<file path="src/rtl/page_seq_pkg.sv">
package page_seq_pkg;
    typedef enum logic [1:0] {
        OP_NONE = 2'b00,
        OP_PROG = 2'b01,
        OP_XFER = 2'b10,
        OP_REWR = 2'b11
    } op_e;

    typedef enum logic [1:0] {
        PH_IDLE = 2'b00,
        PH_XFER = 2'b01,
        PH_PROG = 2'b10
    } phase_e;
endpackage

</file>
<file path="src/rtl/page_seq_span.sv">
module page_seq_span #(
    parameter int CW = 6
) (
    input  logic          clk,
    input  logic          rst_n,
    input  logic          restart,
    input  logic          advance,
    input  logic [CW-1:0] limit,
    output logic [CW-1:0] cnt_q,
    output logic          last
);
    logic [CW-1:0] cnt_d;

    always_comb begin
        cnt_d = cnt_q;
        if (restart)      cnt_d = '0;
        else if (advance) cnt_d = cnt_q + 1'b1;
    end

    always_ff @(posedge clk or negedge rst_n) begin
        if (!rst_n) cnt_q <= '0;
        else        cnt_q <= cnt_d;
    end

    assign last = (cnt_q == limit - 1'b1);


    no_overflow_chk: assert property (@(posedge clk) disable iff (!rst_n)
        advance |-> (cnt_q < limit));
endmodule

</file>
<file path="src/rtl/page_seq_move.sv">
module page_seq_move
    import page_seq_pkg::*;
#(
    parameter int PAGE_WORDS = 8,
    parameter int WORD_W     = 8,
    parameter int CW         = 6,
    localparam int WAW       = $clog2(PAGE_WORDS)
) (
    input  logic              clk,
    input  logic              rst_n,
    input  phase_e            phase,
    input  logic [CW-1:0]     cnt,
    input  logic [WORD_W-1:0] buf_rdata,
    input  logic [WORD_W-1:0] arr_rdata,
    output logic [WAW-1:0]    buf_addr,
    output logic [WORD_W-1:0] buf_wdata,
    output logic              buf_we,
    output logic [WAW-1:0]    arr_addr,
    output logic [WORD_W-1:0] arr_wdata,
    output logic              arr_we
);
    localparam logic [CW-1:0] PW  = CW'(PAGE_WORDS);
    localparam logic [CW-1:0] PW2 = CW'(2 * PAGE_WORDS);

    logic [CW-1:0] off;
    assign off = cnt - PW;

    always_comb begin
        buf_addr  = '0;
        buf_wdata = arr_rdata;
        buf_we    = 1'b0;
        arr_addr  = '0;
        arr_wdata = '1;
        arr_we    = 1'b0;
        unique case (phase)
            PH_XFER: begin
                if (cnt < PW) begin
                    arr_addr = WAW'(cnt);
                    buf_addr = WAW'(cnt);
                    buf_we   = 1'b1;
                end
            end
            PH_PROG: begin
                if (cnt < PW) begin
                    arr_addr  = WAW'(cnt);
                    arr_wdata = {WORD_W{1'b1}};
                    arr_we    = 1'b1;
                end else if (cnt < PW2) begin
                    arr_addr  = WAW'(off);
                    buf_addr  = WAW'(off);
                    arr_wdata = buf_rdata;
                    arr_we    = 1'b1;
                end
            end
            default: ;
        endcase
    end

    // a transfer never touches the array, a program never touches a buffer
    single_write_chk: assert property (@(posedge clk) disable iff (!rst_n)
        !(buf_we && arr_we));
endmodule

</file>
<file path="src/rtl/page_op_seq.sv">
module page_op_seq
    import page_seq_pkg::*;
#(
    parameter int PAGE_WORDS = 8,
    parameter int WORD_W     = 8,
    parameter int PAGE_AW    = 3,
    parameter int T_EP       = 24,
    parameter int T_XFR      = 5,
    localparam int WAW       = $clog2(PAGE_WORDS)
) (
    input  logic               clk,
    input  logic               rst_n,
    input  logic               launch,
    input  logic [1:0]         op,
    input  logic               buf_sel,
    input  logic [PAGE_AW-1:0] page_addr,
    output logic               ready_o,
    output logic [7:0]         status_o,
    output logic               buf_idx_o,
    output logic [WAW-1:0]     buf_addr_o,
    output logic [WORD_W-1:0]  buf_wdata_o,
    output logic               buf_we_o,
    input  logic [WORD_W-1:0]  buf_rdata_i,
    output logic [PAGE_AW-1:0] arr_page_o,
    output logic [WAW-1:0]     arr_addr_o,
    output logic [WORD_W-1:0]  arr_wdata_o,
    output logic               arr_we_o,
    input  logic [WORD_W-1:0]  arr_rdata_i
);
    localparam int SPAN_PROG = (2 * PAGE_WORDS > T_EP) ? 2 * PAGE_WORDS : T_EP;
    localparam int SPAN_XFER = (PAGE_WORDS > T_XFR) ? PAGE_WORDS : T_XFR;
    localparam int SPAN_MAX  = (SPAN_PROG > SPAN_XFER) ? SPAN_PROG : SPAN_XFER;
    localparam int CW        = $clog2(SPAN_MAX + 1);

    typedef struct packed {
        phase_e             phase;
        logic               chain;
        logic               sel;
        logic [PAGE_AW-1:0] page;
    } seq_t;

    seq_t          seq_d, seq_q;
    logic          restart, advance, last;
    logic [CW-1:0] cnt_q, limit;

    assign limit = (seq_q.phase == PH_PROG) ? CW'(SPAN_PROG) : CW'(SPAN_XFER);

    always_comb begin
        seq_d   = seq_q;
        restart = 1'b1;
        advance = 1'b0;
        unique case (seq_q.phase)
            PH_IDLE: begin
                if (launch && op != OP_NONE) begin
                    seq_d.sel   = buf_sel;
                    seq_d.page  = page_addr;
                    seq_d.chain = (op == OP_REWR);
                    seq_d.phase = (op == OP_PROG) ? PH_PROG : PH_XFER;
                end
            end
            PH_XFER, PH_PROG: begin
                if (last) begin
                    seq_d.phase = (seq_q.phase == PH_XFER && seq_q.chain) ? PH_PROG : PH_IDLE;
                    seq_d.chain = 1'b0;
                end else begin
                    restart = 1'b0;
                    advance = 1'b1;
                end
            end
            default: seq_d.phase = PH_IDLE;
        endcase
    end

    always_ff @(posedge clk or negedge rst_n) begin
        if (!rst_n) seq_q <= '{phase: PH_IDLE, chain: 1'b0, sel: 1'b0, page: '0};
        else        seq_q <= seq_d;
    end

    page_seq_span #(.CW(CW)) u_span (
        .clk     (clk),
        .rst_n   (rst_n),
        .restart (restart),
        .advance (advance),
        .limit   (limit),
        .cnt_q   (cnt_q),
        .last    (last)
    );

    page_seq_move #(.PAGE_WORDS(PAGE_WORDS), .WORD_W(WORD_W), .CW(CW)) u_move (
        .clk       (clk),
        .rst_n     (rst_n),
        .phase     (seq_q.phase),
        .cnt       (cnt_q),
        .buf_rdata (buf_rdata_i),
        .arr_rdata (arr_rdata_i),
        .buf_addr  (buf_addr_o),
        .buf_wdata (buf_wdata_o),
        .buf_we    (buf_we_o),
        .arr_addr  (arr_addr_o),
        .arr_wdata (arr_wdata_o),
        .arr_we    (arr_we_o)
    );

    assign ready_o    = (seq_q.phase == PH_IDLE);
    assign status_o   = {ready_o, 7'b0};
    assign buf_idx_o  = seq_q.sel;
    assign arr_page_o = seq_q.page;


    busy_after_launch_chk: assert property (@(posedge clk) disable iff (!rst_n)
        (ready_o && launch && op != OP_NONE) |=> !ready_o);

    null_op_chk: assert property (@(posedge clk) disable iff (!rst_n)
        (ready_o && launch && op == OP_NONE) |=> ready_o);

    no_idle_write_chk: assert property (@(posedge clk) disable iff (!rst_n)
        (buf_we_o || arr_we_o) |-> !ready_o);

    span_end_chk: assert property (@(posedge clk) disable iff (!rst_n)
        (!ready_o && last && seq_q.phase == PH_PROG) |=> ready_o);
endmodule

</file>
<file path="config.mk">
export PLATFORM = sky130hd
export DESIGN_NAME = page_op_seq
export DESIGN_NICKNAME = d
export VERILOG_FILES = /design/src/rtl/page_seq_pkg.sv /design/src/rtl/page_seq_span.sv /design/src/rtl/page_seq_move.sv /design/src/rtl/page_op_seq.sv
export SDC_FILE = /design/constraint.sdc
export NUM_CORES = 1
export LEC_CHECK = 0
export BUFFER_PORTS_ARGS = -buffer_cell sky130_fd_sc_hd__buf_2
export CORE_AREA = 4 4 53 55
export CTS_CLUSTER_DIAMETER = 150
export DETAILED_ROUTE_END_ITERATION = 10
export DIE_AREA = 0 0 57 59
export MAX_ROUTING_LAYER = met4
export PLACE_DENSITY = 0.77
export SLEW_MARGIN = 20
export SYNTH_ARGS = -nofsm -noshare
export SYNTH_HDL_FRONTEND = slang
export SYNTH_SLANG_ARGS = --single-unit
</file>
<file path="constraint.sdc">
create_clock -name clk -period 2.3 [get_ports clk]
set_input_delay 0.46 -clock clk [delete_from_list [all_inputs] [get_ports clk]]
set_output_delay 0.46 -clock clk [all_outputs]
set_load 0.03 [all_outputs]
</file>
# After elaboration in Yosys (flattened, before gate mapping)
# Cells that the tools add are included.
# classes
addsub,3
magnitude_cmp,2
eq_ne,7
mux,27
reduce_logical,10
# ops
cell,n
8-bit 2-to-1 mux,3
3-bit 2-to-1 mux,5
5-bit 2-to-1 mux,3
3-bit one-hot mux with 2 select lines,2
1-bit 2-to-1 mux,9
7-bit 2-to-1 mux,1
2-bit nonzero test,3
5-bit by 1-bit adder with 5-bit output (second input constant),1
5-bit == test,1
5-bit by 4-bit less-than comparator with 1-bit output (second input constant),1
5-bit less-than comparator (second input constant),1
5-bit by 1-bit subtractor with 5-bit output (second input constant),1
2-bit by 1-bit == test with 1-bit output (second input constant),2
2-bit == test (second input constant),2
2-bit 2-to-1 mux,2
2-bit one-hot mux with 2 select lines,1
2-bit AND reduction,2
3-bit AND reduction,1
3-bit by 1-bit subtractor with 3-bit output (second input constant),1
1-bit logical AND,2
2-bit zero test,1
2-bit by 1-bit != test with 1-bit output (second input constant),1
2-bit != test (second input constant),1
1-bit one-hot mux with 2 select lines,1
2-bit OR reduction,1
# word_totals
register_bits,12
in_bits,25
output_inout_bits,37
elab_cells,54

# Logic depth before layout (Yosys ltp)
# depth
depth_word,8
ltp_mapped,6
ltp_nobuf,6

# Hierarchy
# Synthesis repeated with hierarchy kept, for this count alone.
# unflattened
cells_unflattened,114
area_unflattened_um2,1078.5
# modules_own_cells
module,n_inst,cells_each,area_each_um2,seq_area_each_um2
page_op_seq,1,45,476.7,175.2
page_seq_span,1,36,347.8,125.1
page_seq_move,1,33,254.0,0.0

# Worst setup path before layout
# No wires, ideal clock.
# synth_timing
path_type,reg2out
start,register seq_q[5] in the netlist's numbering
end,output port arr_addr_o[2]
arrival_ns,1.497
t_required_ns,1.840
slack_ns,0.343
stages_incl_launch_ff,6
path_buffers,0
path_cell_list,dfrtp_1 -> inv_1 -> ha_1 -> and2b_2 -> nand2_1 -> nor2_1
# synth_between
elab_chain_cells,2
word_cells_on_any_way,3
classes_between,eq/ne (2); mux (1)
# synth_rtl
element,line,text
from (decl),page_op_seq.sv:42,"seq_t seq_d, seq_q;"
from (signal assigned),page_op_seq.sv:75,"if (!rst_n) seq_q <= '{phase: PH_IDLE, chain: 1'b0, sel: 1'b0, page: '0};"
from (signal assigned),page_op_seq.sv:76,else seq_q <= seq_d;
2-bit == test or 2-bit by 1-bit == test with 1-bit output (tied branches),page_seq_move.sv:35,unique case (phase)
3-bit one-hot mux with 2 select lines (*),page_seq_move.sv:35,
to (decl),page_op_seq.sv:25,"output logic [WAW-1:0] arr_addr_o,"
# Mark *: on every way between the ends. The rest lies on a longest branch, timed or not.

# Worst setup path in the final report
# layout_timing
start,register seq_q[5] in the netlist's numbering
end,output port arr_wdata_o[2]
# layout_between
elab_chain_cells,2
# layout_rtl
element,line,text
2-bit == test,page_seq_move.sv:35,
8-bit 2-to-1 mux,page_seq_move.sv:35,
to (decl),page_op_seq.sv:26,"output logic [WORD_W-1:0] arr_wdata_o,"
# No other way between the ends.

==> run_results.csv <==
group,metric,value,unit
outcome,status,"complete, no violations",
die,design.core.area,2387,um^2
sta,finish_stage_setup_viols,0,
power,power.share.sequential,0.298,
yosys,syn-instance-count,102,
yosys,area_contributors_post_synth,"dfrtp_1 32%, buf_4 15%, ha_1 9.3%, or2_2 5.3%, mux2_2 4.8%",
sta,report.final.hold_viol_count,0,
critical_path,worst-endpoint-arrival,1730,ps
power,power_leakage,0.5381,nW
sta,final_period_minus_worst_setup_slack,2191,ps
cells_and_area,fillCellCount,230,
die,io_pins,62,
clocking,clkLatencyLatePin,260,ps
grt,first_global_vias,743,
clocking,tritoncts,"built",
place,io_buffer_count,38,
job,maxCapViolCount,0,
yosys,synth.lib_cells_used.distinct,26,
critical_path,cp_top_family,"simple AND/OR/NAND/NOR gates",
die,placement_rows,18,
route,detail_route.iter0.violations,18,
route,drc,0,
route,detail_route.wl_per_cell,11.20,um
critical_path,critical_path_buf_inv_count,2,
die,die_area,3363,um^2
sta,aggregate_negative_setup_slack,0,ps
grt,antenna_violations_before_repair,0,
die,initial_utilization,0.3947,
critical_path,start_kind,"register",
critical_path,crit_path_max_incr_delay,420,ps
die,chipHeight,59,um
grt,pin_count_of_the_biggest_net_entering_global_routing,13,
yosys,synthesis.area_per_instance,9.237,um^2
clocking,ctsLongestPathBuffers,2,
yosys,synthesis.yosys.warnings,0,
critical_path,crit_chain,"inv_1 > ha_2 > and2b_2 > nand2_2 > or2_2 > buf_2",
power,switching_share,0.4623,
critical_path,cp-end-kind,"primary output",
cells_and_area,diodes,0,
yosys,synth_area,942.2,um^2
clocking,clock_sink_count,12,
route,route.vias.total,728,
place,post-place-cells,156,
critical_path,critical_path.slowest_cell,"dfrtp_1",
clocking,clock_buffer_count_from_cts,3,
cells_and_area,post_route_cells_drive_above_1_share,0.5154,
route,post_detailed_route_count_of_antenna_violating_nets,0,
power,power.share.combinational,0.591,
cells_and_area,layout-area-overhead-vs-synth,15.01,%
grt,first_pass_grt_wire_length,3.036,mm
sta,slew_viol_final,0,
route,routed_wl,1.792,mm
yosys,postSynthRegisterBits,12,
grt,grt.total_usage,0.1146,
grt,grt_overflow_total,0,
power,net-switching-power,506.0,uW
sta,clock.fmax,0.4564,GHz
cells_and_area,fin_nets,164,
sta,layout_worst_path_cycle_share,0.9526,
die,die_width,57,um
yosys,synth-seq-area-share,0.3187,
hold_path,hold_path.class,"in2async",
place,detailed_place_hpwl,1.534,mm
yosys,synthDominantCellAreaShare,0.3187,
power,power.internal,588.5,uW
power,clock_power_share,0.111,
route,detail_route.vias_per_cell,4.550,
route,drt-pass1-iter-count,4,
place,gp_congestion,0.8287,
critical_path,critical_path.max_fanout,8,
sta,final.setup_skew,2.474,ps
critical_path,worst_ep_required_time,1840,ps
power,ir_drop_worst_vdd,0.6567,mV
yosys,synth_area_leader_cell,"dfrtp_1",
power,power.density_cell_area,1010,nW/um^2
clocking,clkTransAtPathRegs,70,ps
sta,grt_setup_unrepaired,"no",
cells_and_area,finish.cell_count_without_fillers,160,
critical_path,criticalPathCategory,"reg2out",
clocking,h-tree-depth,1,
clocking,clock_tree.root_cell,"clkbuf_4",
## through the flow
stage	area [um^2]	setup WS (ps)	total power, mW	hold slack, ps	util
finish	1084	109.0	1.094	57.83	0.4539
global route	1084	0.8392	1.177	66.13	0.4539
CTS	1067	36.25	1.087	59.30	0.4471
detailed placement	1045	340.1	0.9608	350.7	0.4376
global placement	1045	398.5	0.9428	339.2	0.4376
floorplan	964.7	343.1	0.8947	164.4	-
## synthesized netlist by cell type
cell type	n
nor2_1	12
a22o_2	1
and2b_2	4
or2_2	8
nand2_1	7
o31ai_4	1
mux2i_1	1
nand2_4	1
o21ai_0	1
mux2_2	4
dfrtp_1	12
ha_1	7
o22a_2	1
buf_4	19
nand3_1	4
xor2_1	3
nand4b_1	1
and2_1	1
o211ai_1	1
mux2_4	1
clkbuf_2	1
conb_1	1
a21oi_1	4
xnor2_1	1
inv_1	4
nor2b_1	1
## final cells by class
type	count	area, um^2	share of cell area
multi-input combinational	72	509.2	0.4700
sequential	12	301.5	0.2783
timing repair buffer	39	197.7	0.1824
inverter	4	15.01	0.01386
clock buffer	3	22.52	0.02079
tap	30	37.54	0.03464
## layout by cell type (no fill, tap or decap), drive strengths merged
cell | Yosys | routed
buf | 19 | 39
nor2 | 12 | 12
dfrtp | 12 | 12
or2 | 8 | 8
nand2 | 8 | 8
conb | 1 | 7
ha | 7 | 7
mux2 | 5 | 5
inv | 4 | 4
and2b | 4 | 4
a21oi | 4 | 4
nand3 | 4 | 4
xor2 | 3 | 3
clkbuf | 1 | 3
mux2i | 1 | 1
nor2b | 1 | 1
o31ai | 1 | 1
xnor2 | 1 | 1
and2 | 1 | 1
o21ai | 1 | 1
o211ai | 1 | 1
a22o | 1 | 1
nand4b | 1 | 1
o22a | 1 | 1
## worst reg2reg max path, delay by kind of cell, from the launching register on
kind	cells	cell delay, ps
multiplexers	1	310
adder cells (fa/ha/maj)	1	250
XOR/XNOR	1	170
AND/OR/NAND/NOR	1	100
AO/OA/AOI/OAI	1	380
buffers and inverters	1	100
flip-flops	1	410
## state kept, by name (all words and copies together) (netlist names)
register	cells
buf_idx_o	1
seq_q	3
u_span.cnt_q	5
arr_page_o	3
## worst paths after layout
check	end	from	slack [ps]	depth (start not counted)
min in group clk	arr_page_o[2]	page_addr[2]	430	2
max	arr_wdata_o[2]	seq_q[5]	110	6
max in group asynchronous	seq_q[6]	rst_n	2020	1
min reg2reg	arr_page_o[2]	arr_page_o[2]	510	1
max reg2reg	seq_q[6]	seq_q[5]	470	6
min	buf_idx_o	rst_n	60	1
## metal layers
metal / share of wire / wire length, um / vias up / global-route usage
li1: - / - / 362 / -
met1: 0.43 / 768 / 321 / 0.1316
met2: 0.43 / 767 / 45 / 0.1941
met3: 0.14 / 256 / 0 / 0.02832
met4: 0 / 0 / 0 / 0.04305
met5: 0 / 0 / - / -
## what timing repair did
action	in CTS	in global routing
hold buffers	0	0
buffers inserted	0	1
endpoints found under the setup margin	0	14
gates resized for setup	0	4
## cells by family after synthesis
family                   after synthesis  synth area share
buffers and inverters                 24            0.1726
multiplexers                           6           0.07436
adder cells (fa/ha/maj)                7           0.09296
AND/OR/NAND/NOR                       39            0.2218
flip-flops                            12            0.3187
other                                  1          0.003980
XOR/XNOR                               4           0.03719
AO/OA/AOI/OAI                          9           0.07835
## power by group through the flow
stage / clock [mW] / sequential, mW / combinational [mW]
finish: 0.121 / 0.327 / 0.647
global route: 0.136 / 0.338 / 0.703
CTS: 0.128 / 0.327 / 0.632
detailed placement: 0 / 0.331 / 0.630
global placement: 0 / 0.325 / 0.618
floorplan: 0 / 0.337 / 0.558
Power figures use the tool's default switching activity.
